===== src/rtl/rtf_pkg.sv =====
package rtf_pkg;

  localparam int BYTE_W    = 8;
  localparam int FRAME_LEN = 7;

  typedef enum logic [2:0] {
    SLOT_START  = 3'd0,
    SLOT_DEC_LO = 3'd1,
    SLOT_DEC_HI = 3'd2,
    SLOT_ERR1   = 3'd3,
    SLOT_ERR2   = 3'd4,
    SLOT_SPARE  = 3'd5,
    SLOT_PARITY = 3'd6
  } slot_e;

  localparam logic [BYTE_W-1:0] SPARE_BYTE = 8'h00;

endpackage


===== src/rtl/rtf_field_sum.sv =====
module rtf_field_sum #(
  parameter int N_TRK = 8,
  parameter int N_CHM = 8,
  parameter int CNT_W = 2
) (
  input  logic [N_TRK*CNT_W-1:0] trk_cnt,
  input  logic [N_TRK-1:0]       trk_en,
  input  logic [N_CHM*CNT_W-1:0] chm_cnt,
  input  logic [N_CHM-1:0]       chm_en,
  output logic [CNT_W-1:0]       sum
);
  localparam int CNT_MAX = (1 << CNT_W) - 1;
  localparam int SUM_W   = $clog2((N_TRK + N_CHM) * CNT_MAX + 1);
  localparam logic [SUM_W-1:0] LIMIT = SUM_W'(CNT_MAX);

  logic [SUM_W-1:0] acc;

  always_comb begin
    acc = '0;
    for (int i = 0; i < N_TRK; i++) begin
      if (trk_en[i]) acc = acc + SUM_W'(trk_cnt[i*CNT_W +: CNT_W]);
    end
    for (int j = 0; j < N_CHM; j++) begin
      if (chm_en[j]) acc = acc + SUM_W'(chm_cnt[j*CNT_W +: CNT_W]);
    end
    sum = (acc > LIMIT) ? CNT_W'(CNT_MAX) : acc[CNT_W-1:0];
  end

endmodule


===== src/rtl/rtf_combiner.sv =====
module rtf_combiner #(
  parameter int N_TRK    = 8,
  parameter int N_CHM    = 8,
  parameter int TRK_W    = 16,
  parameter int CHM_W    = 8,
  parameter int CNT_W    = 2,
  parameter int CHM_BASE = 4
) (
  input  logic [N_TRK*TRK_W-1:0]         trk_words,
  input  logic [N_CHM*CHM_W-1:0]         chm_words,
  input  logic [N_TRK-1:0]               trk_en,
  input  logic [N_CHM-1:0]               chm_en,
  output logic [(TRK_W/CNT_W)*CNT_W-1:0] decision
);
  localparam int TRK_FIELDS = TRK_W / CNT_W;
  localparam int CHM_FIELDS = CHM_W / CNT_W;

  for (genvar k = 0; k < TRK_FIELDS; k++) begin : g_field
    logic [N_TRK*CNT_W-1:0] tf;
    logic [N_CHM*CNT_W-1:0] cf;

    for (genvar i = 0; i < N_TRK; i++) begin : g_trk
      assign tf[i*CNT_W +: CNT_W] = trk_words[i*TRK_W + k*CNT_W +: CNT_W];
    end

    if (k >= CHM_BASE && k < CHM_BASE + CHM_FIELDS) begin : g_has_chm
      for (genvar j = 0; j < N_CHM; j++) begin : g_chm
        assign cf[j*CNT_W +: CNT_W] = chm_words[j*CHM_W + (k-CHM_BASE)*CNT_W +: CNT_W];
      end
    end else begin : g_no_chm
      assign cf = '0;
    end

    rtf_field_sum #(.N_TRK(N_TRK), .N_CHM(N_CHM), .CNT_W(CNT_W)) u_sum (
      .trk_cnt (tf),
      .trk_en  (trk_en),
      .chm_cnt (cf),
      .chm_en  (chm_en),
      .sum     (decision[k*CNT_W +: CNT_W])
    );
  end

endmodule


===== src/rtl/rtf_frame_tx.sv =====
module rtf_frame_tx
  import rtf_pkg::*;
#(
  parameter logic [7:0] START_BYTE = 8'hBC
) (
  input  logic        clk,
  input  logic        rst_n,
  input  logic        xing_valid,
  input  logic [15:0] decision,
  input  logic [14:0] fault_in,
  input  logic        out_ready,
  output logic        out_valid,
  output logic [7:0]  out_byte
);
  slot_e      slot_q;
  logic       busy_q;
  logic       ovr_q;
  logic [7:0] dlo_q, dhi_q, e1_q, e2_q, par_q;

  logic       last_hs;
  logic       take;
  logic [7:0] e1_d, e2_d;

  assign last_hs = busy_q && out_ready && (slot_q == SLOT_PARITY);
  assign take    = xing_valid && (!busy_q || last_hs);
  assign e1_d    = {fault_in[6:0], ovr_q};
  assign e2_d    = fault_in[14:7];

  always_ff @(posedge clk or negedge rst_n) begin
    if (!rst_n) begin
      slot_q <= SLOT_START;
      busy_q <= 1'b0;
      ovr_q  <= 1'b0;
      dlo_q  <= '0;
      dhi_q  <= '0;
      e1_q   <= '0;
      e2_q   <= '0;
      par_q  <= '0;
    end else if (take) begin
      dlo_q  <= decision[7:0];
      dhi_q  <= decision[15:8];
      e1_q   <= e1_d;
      e2_q   <= e2_d;
      par_q  <= decision[7:0] ^ decision[15:8] ^ e1_d ^ e2_d ^ SPARE_BYTE;
      slot_q <= SLOT_START;
      busy_q <= 1'b1;
      ovr_q  <= 1'b0;
    end else begin
      if (xing_valid) ovr_q <= 1'b1;
      if (busy_q && out_ready) begin
        if (slot_q == SLOT_PARITY) begin
          busy_q <= 1'b0;
          slot_q <= SLOT_START;
        end else begin
          slot_q <= slot_e'(slot_q + 3'd1);
        end
      end
    end
  end

  always_comb begin
    unique case (slot_q)
      SLOT_START:  out_byte = START_BYTE;
      SLOT_DEC_LO: out_byte = dlo_q;
      SLOT_DEC_HI: out_byte = dhi_q;
      SLOT_ERR1:   out_byte = e1_q;
      SLOT_ERR2:   out_byte = e2_q;
      SLOT_SPARE:  out_byte = SPARE_BYTE;
      SLOT_PARITY: out_byte = par_q;
      default:     out_byte = '0;
    endcase
  end

  assign out_valid = busy_q;

endmodule


===== src/rtl/regional_trigger_framer.sv =====
module regional_trigger_framer #(
  parameter int         N_TRK      = 8,
  parameter int         N_CHM      = 8,
  parameter int         TRK_W      = 16,
  parameter int         CHM_W      = 8,
  parameter int         CNT_W      = 2,
  parameter int         CHM_BASE   = 4,
  parameter logic [7:0] START_BYTE = 8'hBC
) (
  input  logic                   clk,
  input  logic                   rst_n,
  input  logic                   xing_valid,
  input  logic [N_TRK*TRK_W-1:0] trk_words,
  input  logic [N_CHM*CHM_W-1:0] chm_words,
  input  logic [N_TRK-1:0]       trk_en,
  input  logic [N_CHM-1:0]       chm_en,
  input  logic [14:0]            fault_in,
  input  logic                   out_ready,
  output logic                   out_valid,
  output logic [7:0]             out_byte
);
  localparam int DEC_W = (TRK_W / CNT_W) * CNT_W;

  logic [DEC_W-1:0] decision;

  rtf_combiner #(
    .N_TRK(N_TRK), .N_CHM(N_CHM), .TRK_W(TRK_W), .CHM_W(CHM_W),
    .CNT_W(CNT_W), .CHM_BASE(CHM_BASE)
  ) u_comb (
    .trk_words (trk_words),
    .chm_words (chm_words),
    .trk_en    (trk_en),
    .chm_en    (chm_en),
    .decision  (decision)
  );

  rtf_frame_tx #(.START_BYTE(START_BYTE)) u_tx (
    .clk        (clk),
    .rst_n      (rst_n),
    .xing_valid (xing_valid),
    .decision   (decision[15:0]),
    .fault_in   (fault_in),
    .out_ready  (out_ready),
    .out_valid  (out_valid),
    .out_byte   (out_byte)
  );

endmodule


===== config.mk =====
export PLATFORM = sky130hd
export DESIGN_NAME = regional_trigger_framer
export DESIGN_NICKNAME = d
export VERILOG_FILES = /design/src/rtl/rtf_pkg.sv /design/src/rtl/rtf_field_sum.sv /design/src/rtl/rtf_combiner.sv /design/src/rtl/rtf_frame_tx.sv /design/src/rtl/regional_trigger_framer.sv
export SDC_FILE = /design/constraint.sdc
export NUM_CORES = 1
export LEC_CHECK = 0
export ABC_AREA = 1
export BUFFER_PORTS_ARGS = -buffer_cell sky130_fd_sc_hd__buf_4
export CORE_ASPECT_RATIO = 0.6
export CORE_UTILIZATION = 35
export DETAILED_ROUTE_END_ITERATION = 16
export GPL_ROUTABILITY_DRIVEN = 0
export PLACE_DENSITY_LB_ADDON = 0.05
export SETUP_SLACK_MARGIN = 0.3
export SLEW_MARGIN = 20
export SYNTH_ARGS = -nofsm -noshare
export SYNTH_HDL_FRONTEND = slang
export SYNTH_SLANG_ARGS = --single-unit

===== constraint.sdc =====
create_clock -name clk -period 2.6 [get_ports clk]
set_clock_uncertainty 0.2 [all_clocks]
set_input_delay 0 -clock clk [delete_from_list [all_inputs] [get_ports clk]]
set_output_delay 0 -clock clk [all_outputs]
set_load 0.01 [all_outputs]

Yosys cells after proc, flatten, opt, wreduce, memory -nomap -nowiden. Index checks and enable logic that the tools add are counted.

Multipliers: 0. Reduce and logical (&&, ||, !) cells: 10. Shifts and indexed selects: 0. Equal/unequal tests: 5. Divide/modulo/power cells: 0. Magnitude comparators: 8. Bitwise gates (word level): 3. Add/subtract/negate cells: 89. Muxes and demuxes: 113.

Operators with widths (number): adder 6 x 2 -> 6 bit (88); 2-to-1 mux 6 bit (88); greater-than comparator 6 x 2 -> 1 bit, second input constant (8); case mux 8 bit (6 select lines) (1); 2-to-1 mux 2 bit (16); XOR 8 bit (3); 2-to-1 mux 3 bit (3); equality test 3 x 2 -> 1 bit, second input constant (2); equality test 3 bit, second input constant (2); nonzero test 2 bit (3); 2-to-1 mux 1 bit (5); adder 3 x 1 -> 3 bit, second input constant (1); equality test 3 x 1 -> 1 bit, second input constant (1); logical AND 1 bit (3); zero test 3 bit (1); AND reduction 2 bit (1); zero test 1 bit (1); logical OR 1 bit (1).

ROM bits: 0. Register bits after elaboration: 45. Output and inout bits: 9. Logic and storage cells: 236. Bits in latches: 0. Memories: 0. Bits in writable memories: 0. Input bits: 227.

Longest topological paths before layout. Gate-level depths: netlist (run 1).

Depth in word-level cells: 36. Mapped depth: 64. Depth with buffers taken out: 63.

By module. A second synthesis (run 1) with hierarchy kept.

Cells, all modules: 4164. Area, all modules: 24427.2 µm².

Modules (own cells, without submodules): rtf_field_sum at u_comb.g_field[3].u_sum ... (times used 3, sequential area each 0.0 µm², cells an instance 475, area each 2806.4 µm²); rtf_field_sum at u_comb.g_field[0].u_sum ... (times used 3, sequential area each 0.0 µm², cells an instance 484, area each 2705.1 µm²); rtf_field_sum at u_comb.g_field[5].u_sum (times used 1, sequential area each 0.0 µm², cells an instance 475, area each 2703.8 µm²); rtf_field_sum at u_comb.g_field[6].u_sum (times used 1, sequential area each 0.0 µm², cells an instance 475, area each 2701.3 µm²); rtf_frame_tx (times used 1, sequential area each 1126.1 µm², cells an instance 336, area each 2483.6 µm²); rtf_combiner (times used 1, sequential area each 0.0 µm², cells an instance 1, area each 3.8 µm²).

Least setup slack after synthesis (run 1). OpenSTA, ideal clock, no wires.

Path kind: input -> register. From: input trk_en[0]. To: register u_tx.par_q[0]. Library setup time: 0.117 ns. Arrival time: 12.074 ns. Required time: 2.283 ns. Buffers on the path: 2. Stages on the path: 60. Setup slack: -9.792 ns. Cells stage by stage: buf_4 clkbuf_1 nand2_1 inv_1 fa_1 inv_1 o21ai_1 inv_1 fa_1 o21ai_1 inv_1 fa_1 o21ai_1 inv_1 fa_1 o21ai_1 inv_1 fa_1 [... 24 more ...] fa_1 nand2_1 nand2_1 fa_1 or2_2 nand2_1 inv_1 fa_1 or2_2 or2_1 nand2_1 nand3_1 o21ai_0 nand2_2 nor2_4 nand3_1 nand3_1 nand2_1.

Longest elaborated chain between the ends: 36. Elaborated cells on any way between the ends: 53. Those cells by class: add/sub (22); order compare (2); mux (26); bitwise (3).

RTL lines: start: declaration (RTL line regional_trigger_framer.sv:15) `input logic [N_TRK-1:0] trk_en,`; 2-to-1 mux 2 bit (RTL line rtf_field_sum.sv:21) `if (trk_en[i]) acc = acc + SUM_W'(trk_cnt[i*CNT_W +: CNT_W]);`; adder 6 x 2 -> 6 bit (RTL line rtf_field_sum.sv:21); 2-to-1 mux 6 bit (RTL line rtf_field_sum.sv:21); adder 6 x 2 -> 6 bit (RTL line rtf_field_sum.sv:21); 2-to-1 mux 6 bit (RTL line rtf_field_sum.sv:21); adder 6 x 2 -> 6 bit (RTL line rtf_field_sum.sv:21); 2-to-1 mux 6 bit (RTL line rtf_field_sum.sv:21); adder 6 x 2 -> 6 bit (RTL line rtf_field_sum.sv:21); [... 18 more ...]; 2-to-1 mux 6 bit (RTL line rtf_field_sum.sv:24) `if (chm_en[j]) acc = acc + SUM_W'(chm_cnt[j*CNT_W +: CNT_W]);`; adder 6 x 2 -> 6 bit (RTL line rtf_field_sum.sv:24); 2-to-1 mux 6 bit (RTL line rtf_field_sum.sv:24); adder 6 x 2 -> 6 bit (RTL line rtf_field_sum.sv:24); 2-to-1 mux 6 bit (RTL line rtf_field_sum.sv:24); greater-than comparator 6 x 2 -> 1 bit (RTL line rtf_field_sum.sv:26) `sum = (acc > LIMIT) ? CNT_W'(CNT_MAX) : acc[CNT_W-1:0];`; 2-to-1 mux 2 bit (RTL line rtf_field_sum.sv:26); XOR 8 bit (*) (3 in a row) (RTL line rtf_frame_tx.sv:44) `par_q <= decision[7:0] ^ decision[15:8] ^ e1_d ^ e2_d ^ SPARE_BYTE;`; end signal: assignment (RTL line rtf_frame_tx.sv:44); end: declaration (RTL line rtf_frame_tx.sv:18) `logic [7:0] dlo_q, dhi_q, e1_q, e2_q, par_q;`.

Mark *: on every way between the ends. The rest lies on a longest branch, timed or not. A chain may end at the register's enable or synchronous reset.

Final worst setup path (run 1).
From: input trk_en[0]. To: register u_tx.par_q[1].

Same word-level chain as after synthesis.

==> results of run 1 <==
[cell usage after synthesis (all sizes together)]
library cell / instances
a211oi: 2
a21o: 6
a21oi: 82
a221oi: 5
a22oi: 2
a311oi: 1
a31oi: 37
a32oi: 2
a41oi: 2
and3: 1
and3b: 1
buf: 36
clkbuf: 21
clkinv: 5
dfrtp: 45
fa: 88
ha: 169
inv: 594
nand2: 866
nand3: 298
nand3b: 11
nand4: 12
nor2: 240
nor3: 16
o211ai: 3
o21ai: 141
o21bai: 2
o22ai: 6
o31ai: 1
or2: 19
or3: 2
xnor2: 26
xor2: 26
[area by class of cell]
cell class                 instances  area, µm²  share of cell area
antenna                            4       10.0            0.000409
clock buffer                       8        136             0.00557
inverter                         599       2260              0.0922
multi-input combinational       2067      13800               0.564
sequential                        45       1130              0.0461
tap                              630        788              0.0322
timing repair buffer             828       6340               0.259
[worst min-delay path, stage by stage]
cell     delay (ns)
buf_4          0.18
nand2_1        0.06
o21ai_0        0.12
a31oi_1        0.09
[stage by stage]
stage | total power, µW | utilization | hold WS [ns] | TNS (ns) | area (µm²)
5_1_grt | 15000 | 0.525 | 0.0647 | -183.58 | 24500
2_1_floorplan | 7840 | - | -0.496 | -169.43 | 16900
3_3_place_gp | 11200 | 0.485 | -0.146 | -178.14 | 22600
3_5_place_dp | 11500 | 0.485 | -0.140 | -181.98 | 22600
4_1_cts | 12900 | 0.512 | 0.0316 | -170.12 | 23900
6_report | 13400 | 0.525 | 0.0150 | -171.63 | 24500
[metal layers]
layer,vias up,global-route usage,share of wire
met3,27,0.0136,0.026
met4,0,0.0298,0.0097
met5,-,0,0
met1,8722,0.286,0.48
li1,10200,-,-
met2,196,0.388,0.48
[power groups by stage]
stage                     sequential (µW)  combinational (µW)  clock [µW]
after floorplan                      1150                6700           0
after global placement               1240                9980           0
after detailed placement             1240               10300           0
after CTS                            1230               11100         628
after global routing                 1270               13100         655
final                                1240               11600         617
[how the worst max path moves through the flow]
stage / startpoint / endpoint / cells past startpoint
after floorplan: trk_en[0] / u_tx.par_q[0] / 60
after global placement: trk_en[0] / u_tx.par_q[6] / 58
after detailed placement: trk_en[0] / u_tx.par_q[7] / 58
after CTS: trk_en[0] / u_tx.par_q[7] / 57
after global routing: trk_en[0] / u_tx.par_q[1] / 73
final: trk_en[0] / u_tx.par_q[1] / 73
[kinds of logic after synthesis]
logic type,count (synthesis)
adder cells (fa/ha/maj),257
buffers and inverters,656
flip-flops,45
AND/OR/NAND/NOR,1466
XOR/XNOR,52
AO/OA/AOI/OAI,292
[what timing repair did]
| action | CTS | global route |
|---|---|---|
| gates resized for setup | 70 | 109 |
| setup endpoints to repair | 26 | 29 |
| pin swaps | 135 | 86 |
| buffers inserted | 94 | 27 |
| endpoints found under the hold margin | 65 | 0 |
| hold buffers | 18 | 0 |
[state kept, by name, summed over array words and instances (netlist names)]
signal,cells
u_tx.dhi_q,8
u_tx.out_valid,1
u_tx.slot_q,3
u_tx.e2_q,8
u_tx.ovr_q,1
u_tx.dlo_q,8
u_tx.par_q,8
u_tx.e1_q,8
==> flow_metrics.env, run 1 <==
export IMPL_status="complete, but fails checks"
export IMPL_failed_checks="negative setup slack"
export IMPL_die_area_mm2=0.0484
export IMPL_arrival_ns=11.48
export IMPL_irDropWorstVdd_mv=0.351
export IMPL_synth_cell_types=52
export IMPL_syn_area_mm2=0.0166
export IMPL_clkSinkCount=45
export IMPL_cap_violations=0
export IMPL_relSlewSlack=0.583
export IMPL_drtIter0Drc=798
export IMPL_dr_pass1_iters=5
export IMPL_min_path_cells=4
export IMPL_die_height_um=171
export IMPL_grt_max_degree=58
export IMPL_syn_avg_cell_area_um2=6.01
export IMPL_dp_hpwl_mm=44.4
export IMPL_p_per_area_mw_per_mm2=549
export IMPL_wl_mm=51.8
export IMPL_crit_family="adder cells"
export IMPL_synthMuxAreaShare=0
export IMPL_fill_cells=4694
export IMPL_synth_top_area_frac=0.170
export IMPL_clock_latency_ns=0.28
export IMPL_postSynthCellCount=2768
export IMPL_start_util=0.357
export IMPL_leakage_uw=0.0138
export IMPL_post_place_ws_ns=-9.52
export IMPL_grt_pass1_vias=18800
export IMPL_rsz0062_at_grt="true"
export IMPL_die_w_um=283
export IMPL_synthXorXnorAreaFrac=0.0274
export IMPL_p_switching_uw=6700
export IMPL_netlist_top_cells_area="nand2_1 (17%), ha_1 (13%), inv_1 (12%), fa_1 (11%), dfrtp_1 (6.8%)"
export IMPL_worst_setup_path_end_kind="flop"
export IMPL_hp_start="trk_en[7]"
export IMPL_syn_to_final_growth_pct=47.1
export IMPL_via_per_inst=4.57
export IMPL_wl_per_cell_um=12.4
export IMPL_synth_ff_latch_count=45
export IMPL_fin_crit_ns=11.51
export IMPL_htreeDepth=2
export IMPL_drtAntennaViolNets=0
export IMPL_grt_usage=0.214
export IMPL_min_path_type="input port to flop"
export IMPL_grt_overflow=0
export IMPL_worstSetupStartpointType="input port"
export IMPL_ios=236
export IMPL_crit_path_top_delay_cell="fa_1"
export IMPL_dp_cells=4030
export IMPL_antenna_found_initial=4
export IMPL_finalCritPeriodShare=4.43
export IMPL_core_area_mm2=0.0466
export IMPL_syn_nets=3252
export IMPL_crit_fanout=4
export IMPL_final_common_cell="buf_4"
export IMPL_criticalPathCategory="input port to flop"
export IMPL_r2r_start="u_tx.slot_q[1]"
export IMPL_yosysSeqAreaShare=0.0677
export IMPL_via_count=19100
export IMPL_clock_fmax_mhz=86.9
export IMPL_combPwrFrac=0.862
export IMPL_yosysTopAreaCell="nand2_1"
export IMPL_ys_warn_count=0
export IMPL_drv_slew=0
export IMPL_portBuffers=235
export IMPL_mostFrequentLayoutCells="buf_4 (800), nand2_1 (698), inv_1 (519), nand3_1 (207), nor2_1 (207)"
export IMPL_p_int_uw=6740
export IMPL_final_cells=4181
export IMPL_drc=0
export IMPL_clockBufferDepth=2
export IMPL_synthAdderAreaFrac=0.233
export IMPL_fp_row_count=61
export IMPL_setup_viol=24
export IMPL_r2r_end="u_tx.dhi_q[2]"
export IMPL_seq_power_share=0.092
export IMPL_cts_root_buf="clkbuf_16"
export IMPL_cpMostUsedCell="buf_4"
export IMPL_switching_share=0.499
export IMPL_layout_nets=4030
export IMPL_tightest_slew_ns=0.622
export IMPL_cts_tree="yes"
export IMPL_ff2ff_path_depth=9
export IMPL_cp_required_ns=2.57
export IMPL_clk_pin_slew_ns=0.06
export IMPL_hold_path_endpoint="u_tx.dlo_q[3]"
export IMPL_numCtsBuffers=5
export IMPL_r2r_slack_ns=0.77
export IMPL_synth_simple_area_share=0.417
export IMPL_slowest_delay_ns=0.47
export IMPL_setup_ws_ns=-8.91
export IMPL_p_clk_frac=0.046
export IMPL_synth_compound_area_frac=0.101
export IMPL_cp_num_buf_inv=30
export IMPL_drive_above_1_share=0.368
export IMPL_hold_viol=0
export IMPL_synth_top_family_by_area="simple AND/OR/NAND/NOR gates"
export IMPL_grt_pass1_wl_mm=86.3
(Power assumes the default switching activity.)
==> run 2: changes to the inputs <==
==> constraint.sdc (replaced) <==
create_clock -name clk -period 2.6 [get_ports clk]
set_clock_uncertainty 0.2 [all_clocks]
set_input_delay 0.39 -clock clk [delete_from_list [all_inputs] [get_ports clk]]
set_output_delay 0.39 -clock clk [all_outputs]
set_load 0.01 [all_outputs]
==> flow_metrics.env, run 2 (same netlist as run 1, synthesis figures left out) <==
export IMPL_numCtsBuffers=5
export IMPL_fill_cells=4614
export IMPL_dr_pass1_iters=5
export IMPL_drv_slew=0
export IMPL_worstSetupStartpointType="input port"
export IMPL_grt_pass1_vias=19200
export IMPL_status="complete, but fails checks"
export IMPL_wl_mm=52.4
export IMPL_syn_to_final_growth_pct=49.2
export IMPL_seq_area_mm2=0.00113
export IMPL_crit_fanout=4
export IMPL_clock_latency_ns=0.29
export IMPL_worst_setup_path_end_kind="flop"
export IMPL_clk_pin_slew_ns=0.06
export IMPL_portBuffers=235
export IMPL_mostFrequentLayoutCells="buf_4 (821), nand2_1 (700), inv_1 (515), nand3_1 (208), nor2_1 (207)"
export IMPL_antenna_found_initial=2
export IMPL_core_area_mm2=0.0466
export IMPL_slowest_delay_ns=0.52
export IMPL_min_path_type="input port to flop"
export IMPL_relSlewSlack=0.607
export IMPL_finish_utilization=0.532
export IMPL_leakage_uw=0.0140
export IMPL_failed_checks="negative setup slack"
export IMPL_crit_path_top_delay_cell="fa_1"
export IMPL_die_w_um=283
export IMPL_finalCritPeriodShare=4.60
export IMPL_drive_above_1_share=0.382
export IMPL_hold_viol=0
export IMPL_cap_violations=0
export IMPL_multiInputGateArea_mm2=0.0140
export IMPL_irDropWorstVdd_mv=0.423
export IMPL_grt_max_degree=46
export IMPL_setup_ws_ns=-9.36
export IMPL_p_per_area_mw_per_mm2=573
export IMPL_criticalPathCategory="input port to flop"
export IMPL_grt_pass1_wl_mm=87.4
export IMPL_place_area_mm2=0.0227
export IMPL_drc=0
export IMPL_wl_per_cell_um=12.5
export IMPL_clock_fmax_mhz=83.6
export IMPL_grt_overflow=0
export IMPL_drtAntennaViolNets=0
export IMPL_arrival_ns=11.94
export IMPL_clkSinkCount=45
export IMPL_via_count=19100
export IMPL_cts_tree="yes"
export IMPL_cpMostUsedCell="fa_1"
export IMPL_drtIter0Drc=689
export IMPL_cts_root_buf="clkbuf_16"
export IMPL_clockBufferDepth=2
export IMPL_grt_usage=0.218
export IMPL_final_area_mm2=0.0248
export IMPL_ios=236
export IMPL_start_util=0.357
export IMPL_fin_crit_ns=11.96
export IMPL_htreeDepth=2
export IMPL_die_height_um=171
export IMPL_setup_viol=24
export IMPL_cp_required_ns=2.58
export IMPL_tightest_slew_ns=0.589
export IMPL_via_per_inst=4.56
export IMPL_rsz0062_at_grt="true"
export IMPL_die_area_mm2=0.0484
export IMPL_final_common_cell="buf_4"
export IMPL_dp_hpwl_mm=44.8
export IMPL_fp_row_count=61
export IMPL_layout_nets=4048
==> run 2: cell count changes in the layout (fill, tap and decap cells not counted), moves of 5 or more <==
cell,delta
dlygate4sd3_1,-17
a21oi_2,+7
nor2_2,-6
buf_4,+21
nand2_2,-5
a21oi_1,-7
nor2_4,+6
buf_6,+13
==> run 2: metal layers <==
metal / routed length (µm) / GRT usage / vias to the layer above
met1: 25600 / 0.288 / 8703
met4: 705 / 0.0329 / 0
met3: 1210 / 0.0144 / 39
li1: - / - / 10200
met5: 0 / 0 / -
met2: 24900 / 0.395 / 197
==> run 2: where the power goes <==
| group | total (µW) | leakage (µW) | internal, µW | switching [µW] |
|---|---|---|---|---|
| Combinational | 12300 | 0.0134 | 5790 | 6460 |
| Clock | 676 | 0.0000799 | 407 | 269 |
| Sequential | 1300 | 0.000537 | 1020 | 282 |
| Total | 14200 | 0.0140 | 7220 | 7010 |
==> run 2: worst paths after layout <==
kind | endpoint | slack (ns) | depth (start not counted) | startpoint
max in group asynchronous | u_tx.slot_q[1] | 1.32 | 2 | rst_n
worst min-delay path | u_tx.e1_q[3] | 0.12 | 3 | fault_in[2]
min in group asynchronous | u_tx.dlo_q[5] | 0.45 | 2 | rst_n
worst min register to register | u_tx.e1_q[7] | 0.28 | 2 | u_tx.e1_q[7]
worst max register to register | u_tx.dhi_q[1] | 0.37 | 11 | u_tx.slot_q[1]
worst max-delay path | u_tx.par_q[6] | -9.36 | 62 | trk_en[0]
==> run 2: final cells by class <==
| class | instances | area share |
|---|---|---|
| Antenna cell | 2 | 0.000202 |
| Clock buffer | 7 | 0.00615 |
| Clock inverter | 1 | 0.000202 |
| Inverter | 599 | 0.0915 |
| Multi-Input combinational cell | 2067 | 0.563 |
| Sequential cell | 45 | 0.0455 |
| Tap cell | 630 | 0.0317 |
| Timing Repair Buffer | 846 | 0.262 |
==> run 2: stage by stage <==
step	worst slack, ns	power [µW]	setup TNS [ns]	cells	hold WS, ns
after floorplan	-9.38	7840	-178.79	2768	-0.106
after global placement	-9.72	11300	-187.63	4038	0.237
after detailed placement	-9.90	11600	-191.55	4038	0.235
after CTS	-9.29	13500	-178.57	4168	0.112
after global routing	-9.92	15800	-193.61	4197	0.110
final	-9.36	14200	-180.61	4197	0.115
==> run 2: critical path, delay by kind of cell <==
| family | cells | cell delay, ns |
|---|---|---|
| adders and majority gates | 16 | 6.80 |
| AOI/OAI and AO/OA | 12 | 1.87 |
| and+or+nand+nor | 18 | 1.73 |
| buffers and inverters | 16 | 1.15 |
==> run 2: what timing repair did <==
| action | CTS | global route |
|---|---|---|
| hold buffers | 1 | 0 |
| buffers inserted | 121 | 27 |
| hold endpoints to repair | 45 | 0 |
| gates resized for setup | 120 | 117 |
| endpoints found under the setup margin | 32 | 32 |
| pin swaps | 149 | 98 |
==> run 3: changes to the inputs <==
CORE_UTILIZATION = 45   (was 35)
==> flow_metrics.env, run 3 (same netlist as run 1, synthesis figures left out) <==
export IMPL_arrival_ns=11.94
export IMPL_dp_hpwl_mm=42.7
export IMPL_relSlewSlack=0.604
export IMPL_leakage_uw=0.0140
export IMPL_irDropWorstVdd_mv=0.343
export IMPL_worst_setup_path_end_kind="flop"
export IMPL_clockBufferDepth=2
export IMPL_die_area_mm2=0.0378
export IMPL_dr_pass1_iters=6
export IMPL_via_per_inst=4.86
export IMPL_finalPower_uw=14200
export IMPL_clock_latency_ns=0.28
export IMPL_hold_viol=0
export IMPL_numCtsBuffers=5
export IMPL_cap_violations=0
export IMPL_start_util=0.458
export IMPL_crit_fanout=6
export IMPL_clkSinkCount=45
export IMPL_fin_crit_ns=11.97
export IMPL_portBuffers=235
export IMPL_setup_viol=24
export IMPL_seq_power_share=0.093
export IMPL_drtIter0Drc=1042
export IMPL_combPwrFrac=0.864
export IMPL_antenna_found_initial=5
export IMPL_core_area_mm2=0.0363
export IMPL_switching_share=0.503
export IMPL_slowest_delay_ns=0.51
export IMPL_status="complete, but fails checks"
export IMPL_mostFrequentLayoutCells="buf_4 (813), nand2_1 (699), inv_1 (508), nand3_1 (208), nor2_1 (206)"
export IMPL_clk_pin_slew_ns=0.06
export IMPL_final_common_cell="buf_4"
export IMPL_tns_ns=-182.03
export IMPL_p_int_uw=7090
export IMPL_finalCritPeriodShare=4.60
export IMPL_crit_path_top_delay_cell="fa_1"
export IMPL_grt_pass1_vias=18900
export IMPL_failed_checks="negative setup slack"
export IMPL_die_height_um=151
export IMPL_rsz0062_at_grt="true"
export IMPL_p_clk_frac=0.043
export IMPL_cts_root_buf="clkbuf_16"
export IMPL_hold_ws_ns=0.119
export IMPL_grt_max_degree=46
export IMPL_grt_usage=0.269
export IMPL_grt_pass1_wl_mm=84.7
export IMPL_grt_overflow=0
export IMPL_ios=236
export IMPL_drive_above_1_share=0.385
export IMPL_cpMostUsedCell="fa_1"
export IMPL_htreeDepth=2
export IMPL_via_count=19700
export IMPL_criticalPathCategory="input port to flop"
export IMPL_cts_tree="yes"
export IMPL_drtAntennaViolNets=0
export IMPL_setup_ws_ns=-9.37
export IMPL_cp_required_ns=2.57
export IMPL_drc=0
export IMPL_wl_per_cell_um=12.8
export IMPL_min_path_type="input port to flop"
export IMPL_die_w_um=250
export IMPL_wl_mm=51.9
export IMPL_syn_to_final_growth_pct=48.6
export IMPL_tightest_slew_ns=0.594
export IMPL_layout_nets=4045
export IMPL_p_per_area_mw_per_mm2=576
export IMPL_fp_row_count=54
export IMPL_worstSetupStartpointType="input port"
export IMPL_clock_fmax_mhz=83.6
export IMPL_drv_slew=0
export IMPL_p_switching_uw=7160
run 3: worst paths after layout:
| check | endpoint | depth (start not counted) | slack [ns] | from |
|---|---|---|---|---|
| max in group asynchronous | u_tx.slot_q[1] | 2 | 1.31 | rst_n |
| min in group asynchronous | u_tx.dlo_q[5] | 2 | 0.46 | rst_n |
| hold / removal | u_tx.e2_q[5] | 3 | 0.12 | fault_in[12] |
| setup / recovery | u_tx.par_q[3] | 60 | -9.37 | trk_en[0] |
| setup reg to reg | u_tx.dhi_q[3] | 11 | 0.34 | u_tx.slot_q[1] |
| hold reg to reg | u_tx.e1_q[7] | 2 | 0.27 | u_tx.e1_q[7] |
run 3: repair_timing:
item / CTS / global route
gates cloned: 0 / 0
endpoints found under the setup margin: 32 / 33
buffers inserted: 117 / 33
endpoints found under the hold margin: 45 / 0
hold buffers: 1 / 0
pin swaps: 115 / 98
gates resized for setup: 130 / 134
run 3: power groups by stage:
stage | clock, µW | combinational [µW] | sequential, µW
after global placement | 0 | 9820 | 1230
after CTS | 614 | 11300 | 1260
final | 614 | 12300 | 1330
after detailed placement | 0 | 10200 | 1240
after floorplan | 0 | 6700 | 1150
after global routing | 646 | 13700 | 1350
run 3: stage by stage:
stage / std cells / setup WS (ns) / utilization / cell area [µm²]
floorplan: 2768 / -9.38 / - / 16900
global placement: 3879 / -9.65 / 0.618 / 22500
detailed placement: 3879 / -9.96 / 0.618 / 22500
CTS: 4005 / -9.22 / 0.658 / 23900
global route: 4043 / -9.87 / 0.680 / 24700
finish: 4043 / -9.37 / 0.680 / 24700
run 3: area by class of cell:
| cell class | count | area, µm² |
|---|---|---|
| tap | 476 | 596 |
| inverter | 599 | 2280 |
| sequential | 45 | 1130 |
| antenna | 5 | 12.5 |
| clock buffer | 8 | 136 |
| multi-input combinational | 2067 | 14100 |
| fill | 3164 | 11600 |
| timing repair buffer | 843 | 6500 |
run 3: metal layers:
metal	GRT usage	up-vias	part of all wire
li1	-	10200	-
met1	0.357	9003	0.47
met2	0.481	369	0.48
met3	0.0139	84	0.030
met4	0.0696	0	0.023
met5	0	-	0
run 3: worst max-delay path: cells and delay by family:
| family | cells | cell delay [ns] |
|---|---|---|
| fa+ha+maj | 16 | 6.87 |
| simple gates | 17 | 2.03 |
| compound gates | 10 | 1.48 |
| buf+inv | 16 | 1.03 |
| xor+xnor | 1 | 0.13 |
